[src/rtl/tce_pkg.sv]
package tce_pkg;
  localparam logic [3:0] EVT_MODE = 4'b1011;

  typedef struct packed {
    logic cntInc;
    logic cntZero;
    logic flagSet;
    logic trigFire;
  } ctl_strobe_t;
endpackage

[src/rtl/tce_ctrl.sv]
module tce_ctrl
  import tce_pkg::*;
#(
  parameter int CNT_W = 16,
  parameter int PS_W = 2,
  parameter int ADDR_W = 2,
  parameter bit DEFER_RST = 1'b0
) (
  input  logic              clk,
  input  logic              rst,
  input  logic              cntIn,
  input  logic [PS_W-1:0]   psSel,
  input  logic [3:0]        modeSel,
  input  logic              wrEn,
  input  logic [ADDR_W-1:0] wrAddr,
  input  logic [CNT_W-1:0]  cntVal,
  input  logic [CNT_W-1:0]  cmpVal,
  output ctl_strobe_t       strobe
);
  localparam int PSC_W = (1 << PS_W) - 1;

  logic [2:0] syncQ;
  logic [PS_W-1:0] psSelQ;
  logic [PSC_W-1:0] psCnt, psMask;
  logic [PSC_W:0] psOne;
  logic inEdge, psChange, wrCnt, wrCmp, tick, hit, evtMode;
  logic [CNT_W-1:0] nextCnt;

  // two-flop synchroniser plus a third stage for edge detection
  always_ff @(posedge clk) begin
    if (rst) syncQ <= '0;
    else     syncQ <= {syncQ[1:0], cntIn};
  end
  assign inEdge = syncQ[1] & ~syncQ[2];

  always_ff @(posedge clk) begin
    if (rst) psSelQ <= '0;
    else     psSelQ <= psSel;
  end

  assign psChange = (psSel != psSelQ);
  assign wrCnt    = wrEn && !wrAddr[ADDR_W-1];
  assign wrCmp    = wrEn &&  wrAddr[ADDR_W-1];
  assign evtMode  = (modeSel == EVT_MODE);

  always_comb begin
    psOne  = (PSC_W+1)'(1) << psSel;
    psMask = PSC_W'(psOne - (PSC_W+1)'(1));
  end

  assign tick = inEdge && ((psCnt & psMask) == psMask) && !wrCnt && !psChange;

  always_ff @(posedge clk) begin
    if (rst || wrCnt || psChange) psCnt <= '0;
    else if (tick)                psCnt <= '0;
    else if (inEdge)              psCnt <= psCnt + PSC_W'(1);
  end

  assign nextCnt = cntVal + CNT_W'(1);
  assign hit     = tick && (nextCnt == cmpVal);

  generate
    if (DEFER_RST) begin : g_defer
      logic pend;
      logic fireNow;

      assign fireNow = tick && pend && evtMode && !wrCmp;

      always_ff @(posedge clk) begin
        if (rst || wrCnt || wrCmp || !evtMode) pend <= 1'b0;
        else if (tick && pend)                 pend <= 1'b0;
        else if (hit)                          pend <= 1'b1;
      end

      always_comb begin
        strobe.cntZero  = fireNow;
        strobe.cntInc   = tick && !fireNow;
        strobe.flagSet  = hit;
        strobe.trigFire = fireNow;
      end
    end else begin : g_now
      logic fireNow;

      assign fireNow = hit && evtMode;

      always_comb begin
        strobe.cntZero  = fireNow;
        strobe.cntInc   = tick && !fireNow;
        strobe.flagSet  = hit;
        strobe.trigFire = fireNow;
      end
    end
  endgenerate
endmodule

[src/rtl/tce_dpath.sv]
module tce_dpath
  import tce_pkg::*;
#(
  parameter int CNT_W = 16,
  parameter int BYTE_W = 8,
  parameter int ADDR_W = 2
) (
  input  logic              clk,
  input  logic              rst,
  input  ctl_strobe_t       strobe,
  input  logic              wrEn,
  input  logic [ADDR_W-1:0] wrAddr,
  input  logic [BYTE_W-1:0] wrData,
  input  logic              flagClr,
  output logic [CNT_W-1:0]  cntVal,
  output logic [CNT_W-1:0]  cmpVal,
  output logic              matchFlag,
  output logic              trigOut
);
  localparam int NBYTES = CNT_W / BYTE_W;
  localparam int BIDX_W = ADDR_W - 1;

  logic [NBYTES-1:0] laneCnt, laneCmp;
  logic [CNT_W-1:0] cntNext, cmpNext;

  genvar b;
  generate
    for (b = 0; b < NBYTES; b++) begin : g_lane
      assign laneCnt[b] = wrEn && !wrAddr[ADDR_W-1] && (wrAddr[BIDX_W-1:0] == BIDX_W'(b));
      assign laneCmp[b] = wrEn &&  wrAddr[ADDR_W-1] && (wrAddr[BIDX_W-1:0] == BIDX_W'(b));
    end
  endgenerate

  always_comb begin
    if (strobe.cntZero)     cntNext = '0;
    else if (strobe.cntInc) cntNext = cntVal + CNT_W'(1);
    else                    cntNext = cntVal;
    cmpNext = cmpVal;
    for (int i = 0; i < NBYTES; i++) begin
      if (laneCnt[i]) cntNext[i*BYTE_W +: BYTE_W] = wrData;
      if (laneCmp[i]) cmpNext[i*BYTE_W +: BYTE_W] = wrData;
    end
  end

  always_ff @(posedge clk) begin
    if (rst) begin
      cntVal    <= '0;
      cmpVal    <= '0;
      matchFlag <= 1'b0;
      trigOut   <= 1'b0;
    end else begin
      cntVal    <= cntNext;
      cmpVal    <= cmpNext;
      matchFlag <= strobe.flagSet | (matchFlag & ~flagClr);
      trigOut   <= strobe.trigFire;
    end
  end
endmodule

[src/rtl/evt_cmp_timer.sv]
module evt_cmp_timer
  import tce_pkg::*;
#(
  parameter int CNT_W = 16,
  parameter int BYTE_W = 8,
  parameter int PS_W = 2,
  parameter bit DEFER_RST = 1'b0,
  localparam int NBYTES = CNT_W / BYTE_W,
  localparam int ADDR_W = $clog2(NBYTES) + 1
) (
  input  logic              clk,
  input  logic              rst,
  input  logic              cntIn,
  input  logic [PS_W-1:0]   psSel,
  input  logic [3:0]        modeSel,
  input  logic              wrEn,
  input  logic [ADDR_W-1:0] wrAddr,
  input  logic [BYTE_W-1:0] wrData,
  input  logic              flagClr,
  output logic [CNT_W-1:0]  cntVal,
  output logic              matchFlag,
  output logic              trigOut
);
  ctl_strobe_t strobe;
  logic [CNT_W-1:0] cmpVal;

  tce_ctrl #(
    .CNT_W(CNT_W), .PS_W(PS_W), .ADDR_W(ADDR_W), .DEFER_RST(DEFER_RST)
  ) ctrl_i (
    .clk(clk), .rst(rst), .cntIn(cntIn), .psSel(psSel), .modeSel(modeSel),
    .wrEn(wrEn), .wrAddr(wrAddr), .cntVal(cntVal), .cmpVal(cmpVal),
    .strobe(strobe)
  );

  tce_dpath #(
    .CNT_W(CNT_W), .BYTE_W(BYTE_W), .ADDR_W(ADDR_W)
  ) dpath_i (
    .clk(clk), .rst(rst), .strobe(strobe), .wrEn(wrEn), .wrAddr(wrAddr),
    .wrData(wrData), .flagClr(flagClr), .cntVal(cntVal), .cmpVal(cmpVal),
    .matchFlag(matchFlag), .trigOut(trigOut)
  );
endmodule

[config.mk]
export PLATFORM = sky130hd
export DESIGN_NAME = evt_cmp_timer
export DESIGN_NICKNAME = d
export VERILOG_FILES = /design/src/rtl/tce_pkg.sv /design/src/rtl/tce_ctrl.sv /design/src/rtl/tce_dpath.sv /design/src/rtl/evt_cmp_timer.sv
export SDC_FILE = /design/constraint.sdc
export NUM_CORES = 1
export LEC_CHECK = 0
export BUFFER_PORTS_ARGS = -buffer_cell sky130_fd_sc_hd__buf_2
export CORE_MARGIN = 5
export CORE_UTILIZATION = 45
export CTS_CLUSTER_SIZE = 24
export DETAILED_ROUTE_END_ITERATION = 10
export PLACE_DENSITY = 0.66
export SLEW_MARGIN = 20
export SYNTH_ARGS = -nofsm -noshare
export SYNTH_HDL_FRONTEND = slang
export SYNTH_SLANG_ARGS = --single-unit
[constraint.sdc]
create_clock -name clk -period 8 [get_ports clk]
set_clock_uncertainty 0.05 [all_clocks]
set_input_delay 1.6 -clock clk [delete_from_list [all_inputs] [get_ports clk]]
set_output_delay 1.6 -clock clk [all_outputs]
set_load 0.01 [all_outputs]
==> run metrics <==
Via density=5.61; Die Width=84.0 um; starting density of the core=0.456; Worst Path Buf+Inv=1; worst skew pair latency=0.29 ns; Int Power=308 uW; Slew HR=0.416; CP Cell Sequence=buf_2, xnor2_1, nand3_1, a211oi_2, o2111ai_1, nor4_4, a21oi_4, a32oi_1, o21ai_0; area share of the largest cell type after synthesis=0.341; Pleak=1.17 nW; TritonCTS clock tree=yes; status=finished, final reports clean; clock power share=0.339; post_cts resized=0; Worst-Margin Slew=0.875 ns; CP max stage cell=a211oi_2; Hold WC Path Type=reg2reg; layout cells sized above 1=0.188; adder-cell share of the synthesized area=0.0102; Crit Path Max Fanout=18; post-DR wirelength/cell=15.3 um; Final Wtd Congestion=0.857; ant diodes=0; crit path DAT=4.04 ns; final setup vio count=0; worst r2r src=dpath_i.cntVal[0]; Final Hold Violating Endpoints=0; CORE AREA=5410 um2; Area contributors post-synth=dfxtp_1 34%, mux2i_1 7.3%, xnor2_1 6.4%; PwrDens=151 nW/um2; Comb pwr share=0.124; Worst Min Path Start=ctrl_i.syncQ[0]; Min Hold Slack=0.401 ns; maximum root-to-sink buffer count=2; GRT Overall Usage=0.177; largest net degree at the start of global routing=36; most common flop cell mapped by yosys=dfxtp_1; CP max stage delay=0.70 ns; DRT Pass-1 Iters=6; Slew Limit Fails=0; Post-DRT Antenna Nets=0; Syn Inst Count=291; vias in the first global route=2152; post-CTS setup repair buffer count=0; setup_tns=0 ns; family with the most delay on the worst path=compound AO/OA/AOI/OAI gates; CP endpoint kind=flop; Die H=84.0 um; register area share after synthesis=0.341; overflow left after global routing=0; IO buf count=38; flops & latches, synth=42; fmax=256 MHz; total wire length=6.08 mm; DPL Wire Length=4.39 mm; top cell type by total area after synthesis=dfxtp_1; Reg power frac=0.537; Vias=2222; critical path required time=8.13 ns; number of top-level pins=39; Nets=346; Startpoint Class=input port; max-cap violations=0; leading cell type in the layout, fill and taps excluded=dfxtp_1; Synth Cell Area=2460 um2; largest family of logic cells by synthesized area=simple AND/OR/NAND/NOR gates; clk slew on worst S/H paths=0.08 ns; DRT iter0 DRCs=115; drt drc=0; # rows=27; Tmin final=3.91 ns; Sw Pwr=111 uW; initial antenna violation count=0; worst vdd ir=0.0000662 V; Post-synth EDFFs=0; most frequent cells in the layout=42 x dfxtp_1, 40 x nor2_1, 38 x buf_2; Setup CP Type=in2reg; simple-gate area share of the yosys netlist=0.271; Area Growth Syn to Fin=12.5%; Switching Share=0.265; post-synthesis compound-gate area fraction=0.165; Final period util=0.489; Root Buffer=clkbuf_8; Netlist cell types=53; hold bufs inserted after CTS=0; unrepaired setup endpoints after global routing=no; post-synthesis mux area share=0.0777; H-Tree Depth=2; Syn Area/Cell=8.47 um2; CTS Sinks=42; total CTS buffers=5; global-route wire length before repair=10.1 mm; fill count=544; Async SR Flop Fraction=0; die area=7060 um2; yosys warns=0; post-synthesis xor/xnor area fraction=0.0924; Syn Nets=314; Setup crit start=psSel[1]
[cells by family after synthesis]
group	Yosys count
simple gates	116
compound gates	62
fa+ha+maj	2
flops	42
mux	19
xor+xnor	26
buf+inv	24
[sequential cells by signal, summed over array words and instances (netlist names)]
| name | flops |
|---|---|
| dpath_i.cmpVal | 16 |
| ctrl_i.syncQ | 3 |
| ctrl_i.psSelQ | 2 |
| ctrl_i.psCnt | 3 |
| dpath_i.matchFlag | 1 |
| dpath_i.trigOut | 1 |
| dpath_i.cntVal | 16 |
[worst paths after layout]
check / end / slack, ns / cells past startpoint
setup / recovery: dpath_i.cntVal[2] / 4.09 / 9
hold / removal: ctrl_i.syncQ[1] / 0.40 / 1
hold reg to reg: ctrl_i.syncQ[1] / 0.40 / 1
setup reg to reg: dpath_i.cntVal[2] / 4.98 / 9
[final cells by class]
type / count / area [um2] / area share
Clock buffer: 7 / 86.3 / 0.0311
Timing Repair Buffer: 38 / 190 / 0.0686
Clock inverter: 1 / 5.00 / 0.00180
Tap cell: 72 / 90.1 / 0.0325
Sequential cell: 42 / 841 / 0.303
Inverter: 11 / 41.3 / 0.0149
Multi-Input combinational cell: 225 / 1520 / 0.548
[cells in the mapped netlist, types with 4 or more instances]
master	instances
mux2i_1	18
nor2b_1	8
a32oi_1	4
xor2_1	8
a22oi_1	9
clkbuf_1	7
inv_1	11
a21oi_1	20
o21ai_1	8
o21ai_0	6
nor3_1	6
buf_2	4
nor2_1	40
dfxtp_1	42
xnor2_1	18
nand2_1	18
nand3_1	13
[power groups by stage]
stage          sequential (mW)  combinational (mW)  clock (mW)
2_1_floorplan            0.228              0.0353           0
4_1_cts                  0.225              0.0525       0.147
6_report                 0.225              0.0521       0.142
3_5_place_dp             0.230              0.0522           0
5_1_grt                  0.226              0.0582       0.156
3_3_place_gp             0.230              0.0516           0
[routing by layer]
layer  vias to the layer above  global-route usage  share of wire
li1                       1095                   -              -
met1                      1043               0.221           0.45
met2                        69               0.286           0.46
met3                        15              0.0415          0.061
met4                         0              0.0819          0.028
met5                         -                   0              0
[through the flow]
stage	utilization	area (um2)	cells	total power, mW	setup WS [ns]
global placement	0.496	2680	388	0.281	3.86
global route	0.513	2770	396	0.440	3.78
finish	0.513	2770	396	0.419	4.09
detailed placement	0.496	2680	388	0.282	3.77
CTS	0.513	2770	396	0.424	4.08
floorplan	-	2460	291	0.263	4.57
[worst register-to-register path: stages (launching register included)]
cell	delay [ns]
dfxtp_1	0.53
ha_1	0.32
nand3_2	0.30
nor4_4	0.41
xnor2_1	0.16
o2111ai_1	0.17
nor4_4	0.42
a21oi_4	0.21
a32oi_1	0.23
o21ai_0	0.10
No activity file was read; power rests on OpenSTA's default activity.
